==> src/rtl/pwr_state_pkg.sv <==
`timescale 1ns/1ps
package pwr_state_pkg;
  localparam int REG_W       = 16;
  localparam int PME_EN_BIT  = 8;
  localparam int PME_STS_BIT = 15;
  localparam logic [1:0] PS_FULL = 2'b00;
  localparam logic [1:0] PS_LOW  = 2'b11;

  typedef enum logic [1:0] {
    ST_D0_UNINIT = 2'b00,
    ST_D0_ACTIVE = 2'b01,
    ST_D3_HOT    = 2'b11
  } pwr_state_e;

  typedef struct packed {
    logic ldPower;    // valid power field write
    logic ldEnable;   // any config write updates enable
    logic clrStatus;  // write-one-to-clear of status
    logic wakeArm;    // wake detection active
  } ctl_strobe_t;
endpackage

==> src/rtl/pwr_state_fsm.sv <==
`timescale 1ns/1ps
module pwr_state_fsm
  import pwr_state_pkg::*;
(
  input  logic        clk,
  input  logic        rstN,
  input  logic        cfgWr,
  input  logic [1:0]  wrPower,
  input  logic        wrStsClr,
  input  logic        drvInitDone,
  output pwr_state_e  stateQ,
  output ctl_strobe_t strobe
);
  pwr_state_e stateD;
  logic validCode;

  assign validCode = (wrPower == PS_FULL) || (wrPower == PS_LOW);

  always_comb begin
    stateD = stateQ;
    if (cfgWr && wrPower == PS_LOW) begin
      stateD = ST_D3_HOT;
    end else if (cfgWr && wrPower == PS_FULL && stateQ == ST_D3_HOT) begin
      stateD = ST_D0_ACTIVE;
    end else if (stateQ == ST_D0_UNINIT && drvInitDone) begin
      stateD = ST_D0_ACTIVE;
    end
  end

  always_ff @(posedge clk) begin
    if (!rstN) stateQ <= ST_D0_UNINIT;
    else       stateQ <= stateD;
  end

  always_comb begin
    strobe.ldPower   = cfgWr && validCode;
    strobe.ldEnable  = cfgWr;
    strobe.clrStatus = cfgWr && wrStsClr;
    strobe.wakeArm   = (stateQ == ST_D3_HOT);
  end
endmodule

==> src/rtl/pwr_state_dp.sv <==
`timescale 1ns/1ps
module pwr_state_dp
  import pwr_state_pkg::*;
#(
  parameter int NUM_CH  = 8,
  parameter int DELTA_W = 4,
  localparam int MSR_W  = NUM_CH * DELTA_W
) (
  input  logic              clk,
  input  logic              rstN,
  input  ctl_strobe_t       strobe,
  input  logic [1:0]        wrPower,
  input  logic              wrEnable,
  input  logic [NUM_CH-1:0] rxLine,
  input  logic [MSR_W-1:0]  msrDelta,
  output logic [REG_W-1:0]  cfgRdData,
  output logic              pmeStatus,
  output logic              pmeEnable
);
  logic [1:0]        powerField;
  logic [NUM_CH-1:0] rxMeta, rxSync, rxLast, rxFall, chWake;
  logic [MSR_W-1:0]  msrLast, msrRise;
  logic              wakeHit;

  always_ff @(posedge clk) begin
    if (!rstN) begin
      rxMeta  <= '1;
      rxSync  <= '1;
      rxLast  <= '1;
      msrLast <= '0;
    end else begin
      rxMeta  <= rxLine;
      rxSync  <= rxMeta;
      rxLast  <= rxSync;
      msrLast <= msrDelta;
    end
  end

  assign rxFall  = rxLast & ~rxSync;
  assign msrRise = msrDelta & ~msrLast;

  for (genvar ch = 0; ch < NUM_CH; ch++) begin : g_ch
    assign chWake[ch] = rxFall[ch] | (|msrRise[ch*DELTA_W +: DELTA_W]);
  end

  assign wakeHit = strobe.wakeArm && (|chWake);

  always_ff @(posedge clk) begin
    if (!rstN) begin
      powerField <= PS_FULL;
      pmeEnable  <= 1'b0;
      pmeStatus  <= 1'b0;
    end else begin
      if (strobe.ldPower)  powerField <= wrPower;
      if (strobe.ldEnable) pmeEnable  <= wrEnable;
      if (wakeHit)                pmeStatus <= 1'b1;
      else if (strobe.clrStatus)  pmeStatus <= 1'b0;
    end
  end

  always_comb begin
    cfgRdData              = '0;
    cfgRdData[1:0]         = powerField;
    cfgRdData[PME_EN_BIT]  = pmeEnable;
    cfgRdData[PME_STS_BIT] = pmeStatus;
  end
endmodule

==> src/rtl/pwr_state_ctrl.sv <==
`timescale 1ns/1ps
module pwr_state_ctrl
  import pwr_state_pkg::*;
#(
  parameter int NUM_CH  = 8,
  parameter int DELTA_W = 4
) (
  input  logic                      clk,
  input  logic                      rstN,
  input  logic                      cfgWr,
  input  logic [15:0]               cfgWrData,
  output logic [15:0]               cfgRdData,
  input  logic                      drvInitDone,
  input  logic                      memReq,
  output logic                      memAccept,
  input  logic                      irqIn,
  output logic                      irqOut,
  input  logic [NUM_CH-1:0]         rxLine,
  input  logic [NUM_CH*DELTA_W-1:0] msrDelta,
  output logic [1:0]                stateOut,
  output logic                      pmeN
);
  pwr_state_e  stateQ;
  ctl_strobe_t strobe;
  logic        pmeStatus, pmeEnable, isActive, isLow;
  logic        unusedWrBits;

  assign unusedWrBits = ^{cfgWrData[14:9], cfgWrData[7:2]};

  pwr_state_fsm i_fsm (
    .clk         (clk),
    .rstN        (rstN),
    .cfgWr       (cfgWr),
    .wrPower     (cfgWrData[1:0]),
    .wrStsClr    (cfgWrData[PME_STS_BIT]),
    .drvInitDone (drvInitDone),
    .stateQ      (stateQ),
    .strobe      (strobe)
  );

  pwr_state_dp #(.NUM_CH(NUM_CH), .DELTA_W(DELTA_W)) i_dp (
    .clk       (clk),
    .rstN      (rstN),
    .strobe    (strobe),
    .wrPower   (cfgWrData[1:0]),
    .wrEnable  (cfgWrData[PME_EN_BIT]),
    .rxLine    (rxLine),
    .msrDelta  (msrDelta),
    .cfgRdData (cfgRdData),
    .pmeStatus (pmeStatus),
    .pmeEnable (pmeEnable)
  );

  assign isActive  = (stateQ == ST_D0_ACTIVE);
  assign isLow     = (stateQ == ST_D3_HOT);
  assign memAccept = memReq & isActive;
  assign irqOut    = irqIn & isActive;
  assign pmeN      = ~(pmeStatus & pmeEnable & isLow);
  assign stateOut  = stateQ;
endmodule

==> config.mk <==
export PLATFORM = sky130hd
export DESIGN_NAME = pwr_state_ctrl
export DESIGN_NICKNAME = d
export VERILOG_FILES = /design/src/rtl/pwr_state_pkg.sv /design/src/rtl/pwr_state_fsm.sv /design/src/rtl/pwr_state_dp.sv /design/src/rtl/pwr_state_ctrl.sv
export SDC_FILE = /design/constraint.sdc
export NUM_CORES = 1
export LEC_CHECK = 0
export BUFFER_PORTS_ARGS = -buffer_cell sky130_fd_sc_hd__buf_2
export CAP_MARGIN = 20
export CORE_MARGIN = 4
export CORE_UTILIZATION = 48
export DETAILED_ROUTE_END_ITERATION = 6
export GPL_ROUTABILITY_DRIVEN = 1
export PLACE_DENSITY = 0.89
export REMOVE_ABC_BUFFERS = 1
export SLEW_MARGIN = 20
export SYNTH_ARGS = -nofsm -noshare
export SYNTH_HDL_FRONTEND = slang
export SYNTH_HIERARCHICAL = 1
export SYNTH_SLANG_ARGS = --single-unit
export TNS_END_PERCENT = 20
==> constraint.sdc <==
create_clock -name clk -period 1.34 [get_ports clk]
set_input_delay 0.134 -clock clk [delete_from_list [all_inputs] [get_ports clk]]
set_output_delay 0.134 -clock clk [all_outputs]
set_load 0.005 [all_outputs]
==> metrics.md, run 1 <==
| Metric | Value |
|---|---|
| Run status | finished, final reports clean |
| Slowest cell on crit path | dlygate4sd3_1 |
| Number of max-cap violations | 0 |
| CTS sink count | 62 |
| CTS max path bufs | 2 |
| Initial Utilization | 50.6% |
| Final Hold Vio Count | 0 |
| Max Slew Vio Count | 0 |
| Synth top area share | 55.6% |
| Worst slack, placed | -28.8 ps |
| DRC | 0 |
| Pwr dens | 1400 nW/um2 |
| Number of port buffers | 58 |
| Critical path arrival | 1450 ps |
| Synth cell types | 26 |
| Unrepaired setup endpoints after global routing | no |
| Fraction of layout cells with a size suffix above 1 | 26.0% |
| Dpl cells | 332 |
| Power, Total | 0.00405 W |
| Post-synth top area cell | dfxtp_1 |
| Sequential share of the synthesized area | 55.6% |
| Die height | 76.2 um |
| Core area | 4410 um2 |
| IR drop worst, VDD | 955 uV |
| Max Clk Rate | 0.799 GHz |
| Flops & latches, synth | 62 |
| Clock Skew | 6.59 ps |
| Vias in the first global route | 1568 |
| CP startpoint kind | input pin |
| Main synth FF type | dfxtp_1 |
| TritonCTS clock tree | yes |
| Synthesized area | 2230 um2 |
| Final hold slack | 21.1 ps |
| Post-synth EDFFs | 0 |
| GRT overflow | 0 |
| All-Layer GR Usage | 13.9% |
| Worst-Skew Late Latency | 330 ps |
| Area occupied by multi-input gates | 764 um2 |
| Filler instances | 343 |
| Global-route wire length before repair | 6470 um |
| Syn-to-layout area delta | 29.2% |
| WL/cell | 10.4 um |
| Max H-tree Level | 3 |
| Die width | 76.2 um |
| Leakage power | 1.45 nW |
| Drt initial violations | 66 |
| Most frequent cells in the layout | dfxtp_1, buf_2, inv_1 |
| Largest net degree at the start of global routing | 37 |
| Critical-path cell list | dlygate4sd3_1 -> buf_2 -> inv_1 -> o22ai_1 -> nor3_1 -> and4_1 -> a31oi_1 |
| Diode count | 0 |
| CP required | 1530 ps |
| # setup viols final | 0 |
| Ys Warns | 6 |
| Via count | 1587 |
| Final TNS setup | 0 ps |
| Detail Route Antenna Nets | 0 |
| CTS Root Buffer Type | clkbuf_8 |
| Reg2reg setup slack | 100 ps |
| Placer's final routability congestion estimate | 0.738 |
| Crit path largest cell delay | 540 ps |
| Tcrit/Tclk final | 93.4% |
| Dpl hpwl | 2700 um |
| Crit Path Class | input pin to register |
| Drt total wl | 3760 um |
| Vias per cell | 4.41 |
| Area of the die | 5810 um2 |
| Sequential Area | 1240 um2 |
| Clk slew on worst S/H paths | 70 ps |
| Rows | 24 |
| Worst min path class | input pin to register |
| Main area contributors after synthesis | dfxtp_1, and2_1, nand2b_1 |
| Final net count | 367 |
| Gate count of the mapped netlist | 229 |
| Commonest non-fill, non-tap cell in the layout | dfxtp_1 |
| CTS buffer count | 9 |
| Fin cells | 360 |
| Ys async rst share | 0% |
| Drt first pass iters | 4 |
| Setup ws final | 88.9 ps |
| Mapped Avg Cell Area | 9.75 um2 |
| CP endpoint kind | register |
| Worst-path fanout max | 2 |
| Crit path time final | 1250 ps |
| Top Ports | 83 |
| Antenna violations before repair | 0 |
## power by group
| part | total [W] | switching (W) | internal, W | leakage [nW] |
|---|---|---|---|---|
| sequential | 0.00196 | 0.0000293 | 0.00193 | 0.514 |
| combinational | 0.000316 | 0.000134 | 0.000182 | 0.824 |
| clock | 0.00177 | 0.000680 | 0.00109 | 0.108 |
## synth_stat cells (all sizes together) (2+ instances only)
cell type,number
mux2i,3
ha,2
dfxtp,62
a21oi,2
nor2b,5
buf,15
inv,39
clkbuf,6
nand2b,27
o22ai,16
nor4,3
and3b,2
and2,34
## critical path, delay by kind of cell
kind                   cells  cell delay (ps)
AO/OA/AOI/OAI              2              160
AND/OR/NAND/NOR            2              460
buffers and inverters      3              700
## flip-flops by register name (all words and copies together), names as in the netlist
| register | flops |
|---|---|
| i_dp/rxMeta | 8 |
| i_dp/msrLast | 32 |
| i_dp/pmeEnable | 1 |
| i_dp/pmeStatus | 1 |
| i_dp/rxSync | 8 |
| i_fsm/stateQ | 2 |
| i_dp/powerField | 2 |
| i_dp/rxLast | 8 |
## cell type report
type | instances | area share (%)
Clock buffer | 10 | 4.77
Tap cell | 52 | 2.25
Clock inverter | 6 | 2.95
Timing Repair Buffer | 73 | 15.4
Sequential cell | 62 | 43.0
Inverter | 39 | 5.07
Multi-Input combinational cell | 118 | 26.5
## metrics by stage
stage / utilization [%] / area, um2
5_1_grt: 65.4 / 2890
6_report: 65.4 / 2890
2_1_floorplan: - / 2140
3_3_place_gp: 57.3 / 2530
4_1_cts: 65.1 / 2870
3_5_place_dp: 57.3 / 2530
## logic make-up (layout without fill, tap and decap cells)
logic type,Yosys count,in the layout,synth area share (%)
adder cells (fa/ha/maj),2,2,1.12
buffers and inverters,60,128,12.6
AND/OR/NAND/NOR,77,77,22.2
other,1,12,0.168
multiplexers,3,3,1.34
flip-flops,62,62,55.6
AO/OA/AOI/OAI,24,24,7.00
## worst paths after layout
path                      endpoint           start  depth (start not counted)
setup / recovery    i_dp/pmeStatus     msrDelta[5]                          7
hold / removal    i_dp/msrLast[27]    msrDelta[27]                          2
setup reg to reg    i_dp/pmeStatus  i_dp/rxLast[7]                          6
hold reg to reg     i_dp/rxSync[0]  i_dp/rxMeta[0]                          1
## repair_timing
item | 4_1_cts | 5_1_grt
resized for setup | 1 | 2
endpoints found under the hold margin | 12 | 0
setup endpoints to repair | 1 | 1
cloned | 0 | 0
setup buffers | 0 | 0
pin swaps | 1 | 1
hold buffers | 12 | 0
## metal layers
metal / wire (um) / track usage [%] / part of all wire (%)
met3: 345 / 7.45 / 9.2
met4: 52 / 6.29 / 1.4
met1: 1630 / 15.2 / 43
met5: 0 / 0 / 0
met2: 1720 / 22.2 / 46
Power figures use the tool's default switching activity.
==> run 2, diff against run 1 <==
--- a/config.mk
+++ b/config.mk
@@ -8,10 +8,10 @@
 export BUFFER_PORTS_ARGS = -buffer_cell sky130_fd_sc_hd__buf_2
 export CAP_MARGIN = 20
 export CORE_MARGIN = 4
-export CORE_UTILIZATION = 48
+export CORE_UTILIZATION = 45
 export DETAILED_ROUTE_END_ITERATION = 6
 export GPL_ROUTABILITY_DRIVEN = 1
-export PLACE_DENSITY = 0.89
+export PLACE_DENSITY = 0.85
 export REMOVE_ABC_BUFFERS = 1
 export SLEW_MARGIN = 20
 export SYNTH_ARGS = -nofsm -noshare
==> run 2 against run 1 <==
Against the previous run: global-route usage shrank 0.64 points; sequential share of layout area grew 1.7 points; critical endpoint unchanged; clock skew shrank 1.2 ps; wire length shrank 0.43%; core utilization shrank 7.0 points; critical path depth shrank 3; cell area shrank 3.8%; largest cell class unchanged; highest routed layer unchanged; via count shrank 0.13%; worst hold slack lost 1.1 ps.
==> metrics.md, run 2 (synthesized netlist as in run 1, its figures left out) <==
| Metric | Value |
|---|---|
| Filler instances | 441 |
| Number of max-cap violations | 0 |
| Dpl cells | 346 |
| Drt total wl | 3740 um |
| # setup viols final | 0 |
| Dpl hpwl | 2690 um |
| Area of the die | 6150 um2 |
| Switching share of power | 22.3% |
| GRT overflow | 0 |
| Run status | finished, final reports clean |
| Pint | 0.00274 W |
| Worst-Skew Late Latency | 330 ps |
| Reg power frac | 55.8% |
| Crit path time final | 1230 ps |
| All-Layer GR Usage | 13.3% |
| CP required | 1540 ps |
| Tcrit/Tclk final | 91.9% |
| Clk slew on worst S/H paths | 60 ps |
| Core area | 4750 um2 |
| Antenna violations before repair | 0 |
| Crit Path Class | register to register |
| Placer's final routability congestion estimate | 0.703 |
| CTS sink count | 62 |
| Pwr dens | 1270 nW/um2 |
| Vias in the first global route | 1460 |
| Detail Route Antenna Nets | 0 |
| TritonCTS clock tree | yes |
| Die height | 78.5 um |
| Clk pwr share | 35.5% |
| Global-route wire length before repair | 6290 um |
| Clock Skew | 5.39 ps |
| Final TNS setup | 0 ps |
| Final core occ | 58.4% |
| Critical path arrival | 1430 ps |
| IR drop worst, VDD | 725 uV |
| Fin cells | 367 |
| Top Ports | 83 |
| Most frequent cells in the layout | dfxtp_1, buf_2, inv_1 |
| Final net count | 362 |
| Power, Total | 0.00352 W |
| Syn-to-layout area delta | 24.3% |
| CP endpoint kind | register |
| Commonest non-fill, non-tap cell in the layout | dfxtp_1 |
| Initial Utilization | 47.0% |
| Final Hold Vio Count | 0 |
| CTS buffer count | 9 |
| Drt initial violations | 48 |
| Register with the most flip-flops | i_dp/msrLast |
| Max Clk Rate | 0.812 GHz |
| Leakage power | 1.39 nW |
| CP startpoint kind | register |
| Unrepaired setup endpoints after global routing | no |
| CTS max path bufs | 2 |
| Worst min path class | input pin to register |
| Comb power frac | 8.7% |
| Number of port buffers | 58 |
| Via count | 1585 |
| Max H-tree Level | 3 |
| Switch Pwr | 0.000784 W |
| Fraction of layout cells with a size suffix above 1 | 25.0% |
| Diode count | 0 |
| CTS Root Buffer Type | clkbuf_8 |
| Largest register FFs | 32 |
| Largest net degree at the start of global routing | 35 |
| Vias per cell | 4.32 |
| DRC | 0 |
| Rows | 25 |
| Worst-path fanout max | 3 |
| Max Slew Vio Count | 0 |
| Drt first pass iters | 4 |
| Die width | 78.5 um |
| WL/cell | 10.2 um |
run 2: cell type report:
class,count,area [um2],share of cell area [%]
clock buffer,10,128,4.60
clock inverter,3,15.0,0.541
inverter,39,146,5.27
multi-input combinational,118,764,27.5
sequential,62,1240,44.7
tap,67,83.8,3.02
timing repair buffer,68,398,14.3
run 2: worst max-delay path, cell delays in order, from the launching register on:
cell and delay, ps:
dfxtp_1 320, nor2b_1 140, a2111oi_2 350, and4_1 230
a31oi_1 60
run 2: power groups by stage:
stage | clock network (W) | registers (W) | logic [W]
2_1_floorplan | 0 | 0.00200 | 0.000141
3_3_place_gp | 0 | 0.00200 | 0.000277
3_5_place_dp | 0 | 0.00200 | 0.000285
4_1_cts | 0.00130 | 0.00196 | 0.000306
5_1_grt | 0.00137 | 0.00197 | 0.000351
6_report | 0.00125 | 0.00196 | 0.000305
run 2: path summary, 6_finish.rpt:
kind         slack (ps)               end  depth (start not counted)           start
max                 110    i_dp/pmeStatus                          4  i_dp/pmeStatus
min                  20  i_dp/msrLast[29]                          2    msrDelta[29]
max reg2reg         110    i_dp/pmeStatus                          4  i_dp/pmeStatus
min reg2reg         410    i_dp/rxSync[5]                          1  i_dp/rxMeta[5]
run 2: through the flow:
step                      hold slack (ps)  cell area (um2)  setup slack (ps)
after floorplan                       203             2140               160
after global placement                315             2540             -17.0
after detailed placement              319             2540             -69.9
after CTS                            7.51             2770              5.31
after global routing                0.455             2780              38.8
final                                20.0             2780               109
run 2: per-layer routing:
layer  share of wire, %  up-vias  global-route usage, %  wire (um)
met5                  0        -                      0          0
met4                2.8        0                   9.09        105
met3                7.8       10                   4.70        292
met2                 45       57                   20.5       1680
met1                 44      695                   15.4       1660
li1                   -      823                      -          -
run 2: what timing repair did:
| item | 4_1_cts | 5_1_grt |
|---|---|---|
| pin swaps | 0 | 1 |
| resized for setup | 2 | 1 |
| hold endpoints to repair | 8 | 0 |
| setup endpoints to repair | 1 | 1 |
| hold buffers | 8 | 0 |
| buffers inserted | 0 | 0 |
==> run 3, diff against run 2 <==
==> constraint.sdc (replaced) <==
create_clock -name clk -period 1.28 [get_ports clk]
set_input_delay 0.128 -clock clk [delete_from_list [all_inputs] [get_ports clk]]
set_output_delay 0.128 -clock clk [all_outputs]
set_load 0.005 [all_outputs]
==> run 3 against run 2 <==
Against the previous run: clock skew hardly changed; die area unchanged; worst hold slack worse by 1.4 ps; clock power is 68% higher; core utilization rose by 8.9 points; combinational power grew 34%; cell count up 7.4%; register-to-register slack lost 100 ps; sequential share of layout area fell by 5.9 points.
==> metrics.md, run 3 (synthesized netlist as in run 1, its figures left out) <==
| Metric | Value |
|---|---|
| Run status | finished, final reports clean |
| Core area | 4750 um2 |
| Worst min path class | input pin to register |
| Initial Utilization | 47.0% |
| Crit path largest cell delay | 310 ps |
| Slowest cell on crit path | dfxtp_1 |
| Switch Pwr | 0.000900 W |
| Pint | 0.00367 W |
| GRT overflow | 0 |
| Filler instances | 385 |
| IR drop worst, VDD | 761 uV |
| Clock Skew | 5.82 ps |
| CTS sink count | 62 |
| Diode count | 0 |
| Fraction of layout cells with a size suffix above 1 | 25.1% |
| Final net count | 386 |
| Placer's final routability congestion estimate | 0.713 |
| CP required | 1480 ps |
| All-Layer GR Usage | 14.7% |
| Final core occ | 67.3% |
| Tcrit/Tclk final | 99.3% |
| CP startpoint kind | register |
| Top Ports | 83 |
| Vias per cell | 4.32 |
| Vias in the first global route | 1662 |
| Switching share of power | 19.7% |
| Number of port buffers | 58 |
| Setup ws final | 8.92 ps |
| Largest register FFs | 32 |
| CTS buffer count | 9 |
| Reg power frac | 45.0% |
| Register with the most flip-flops | i_dp/msrLast |
| Drt first pass iters | 4 |
| Critical-path cell list | nand2b_4 -> o2111ai_4 -> a2111oi_4 -> and4_1 -> a31oi_1 |
| Crit Path Class | register to register |
| Power, Total | 0.00457 W |
| Max Clk Rate | 0.787 GHz |
| Unrepaired setup endpoints after global routing | yes |
| Final Hold Vio Count | 0 |
| Via count | 1702 |
| TritonCTS clock tree | yes |
| DRC | 0 |
| Worst-Skew Late Latency | 330 ps |
| Die width | 78.5 um |
| Pwr dens | 1430 nW/um2 |
| Die height | 78.5 um |
| CTS Root Buffer Type | clkbuf_8 |
| Global-route wire length before repair | 6900 um |
| Max H-tree Level | 3 |
| Leakage power | 1.56 nW |
| Worst slack, placed | -96.7 ps |
| Commonest non-fill, non-tap cell in the layout | dfxtp_1 |
| Dpl hpwl | 2790 um |
| Final hold slack | 18.6 ps |
| Drt initial violations | 73 |
| Clk slew on worst S/H paths | 70 ps |
| Comb power frac | 9.0% |
| Most frequent cells in the layout | dfxtp_1, buf_2, inv_1 |
| Antenna violations before repair | 0 |
| Post-CTS Setup Bufs | 0 |
| # setup viols final | 0 |
| Critical path arrival | 1470 ps |
| CP endpoint kind | register |
| Detail Route Antenna Nets | 0 |
| Drt total wl | 4320 um |
| CTS max path bufs | 2 |
| Rows | 25 |
| Largest net degree at the start of global routing | 37 |
| Clk pwr share | 46.0% |
| WL/cell | 11.0 um |
| Max Slew Vio Count | 0 |
| Syn-to-layout area delta | 43.3% |
| Number of max-cap violations | 0 |
| Area of the die | 6150 um2 |
| Crit path time final | 1270 ps |
| Worst-path fanout max | 1 |
run 3: area by class of cell:
class,instances,area (um2),area share (%)
sequential,62,1240,38.8
tap,67,83.8,2.62
inverter,39,146,4.57
multi-input combinational,118,823,25.7
clock inverter,3,90.1,2.81
timing repair buffer,92,656,20.5
clock buffer,13,159,4.96
run 3: path summary, 6_finish.rpt:
kind                     from              end  slack, ps  cells past startpoint
min               msrDelta[9]  i_dp/msrLast[9]         20                      2
min reg2reg    i_dp/rxMeta[0]   i_dp/rxSync[0]        410                      1
max reg2reg  i_dp/msrLast[30]   i_dp/pmeStatus          9                      5
max          i_dp/msrLast[30]   i_dp/pmeStatus          9                      5
run 3: worst max-delay path: cells and delay by family, from the launching register on:
| family | cells | cell delay [ps] |
|---|---|---|
| flip-flops | 1 | 310 |
| AND/OR/NAND/NOR | 2 | 350 |
| AO/OA/AOI/OAI | 3 | 490 |
run 3: power groups by stage:
stage	sequential [W]	combinational (W)	clock [W]
2_1_floorplan	0.00209	0.000147	0
3_3_place_gp	0.00209	0.000297	0
3_5_place_dp	0.00210	0.000305	0
4_1_cts	0.00206	0.000388	0.00217
5_1_grt	0.00207	0.000457	0.00223
6_report	0.00206	0.000410	0.00210
run 3: metal layers:
metal  vias to the layer above  wire length, um  share of wire, %  global-route usage (%)
met5                         -                0                 0                       0
li1                        875                -                 -                       -
met3                         8              315               7.3                    5.16
met4                         0               82               1.9                    9.44
met2                        63             2160                50                    25.3
met1                       756             1770                41                    15.2
run 3: stage by stage:
step | cell area (um2) | setup TNS (ps) | std cells
after floorplan | 2140 | 0 | 219
after global placement | 2560 | 0 | 348
after detailed placement | 2560 | -96.7 | 348
after CTS | 3150 | 0 | 398
after global routing | 3200 | -51.1 | 394
final | 3200 | 0 | 394
run 3: repair_timing:
item,4_1_cts,5_1_grt
hold endpoints to repair,34,0
endpoints found under the setup margin,1,1
resized for setup,2,11
hold buffers,34,0
pin swaps,2,6
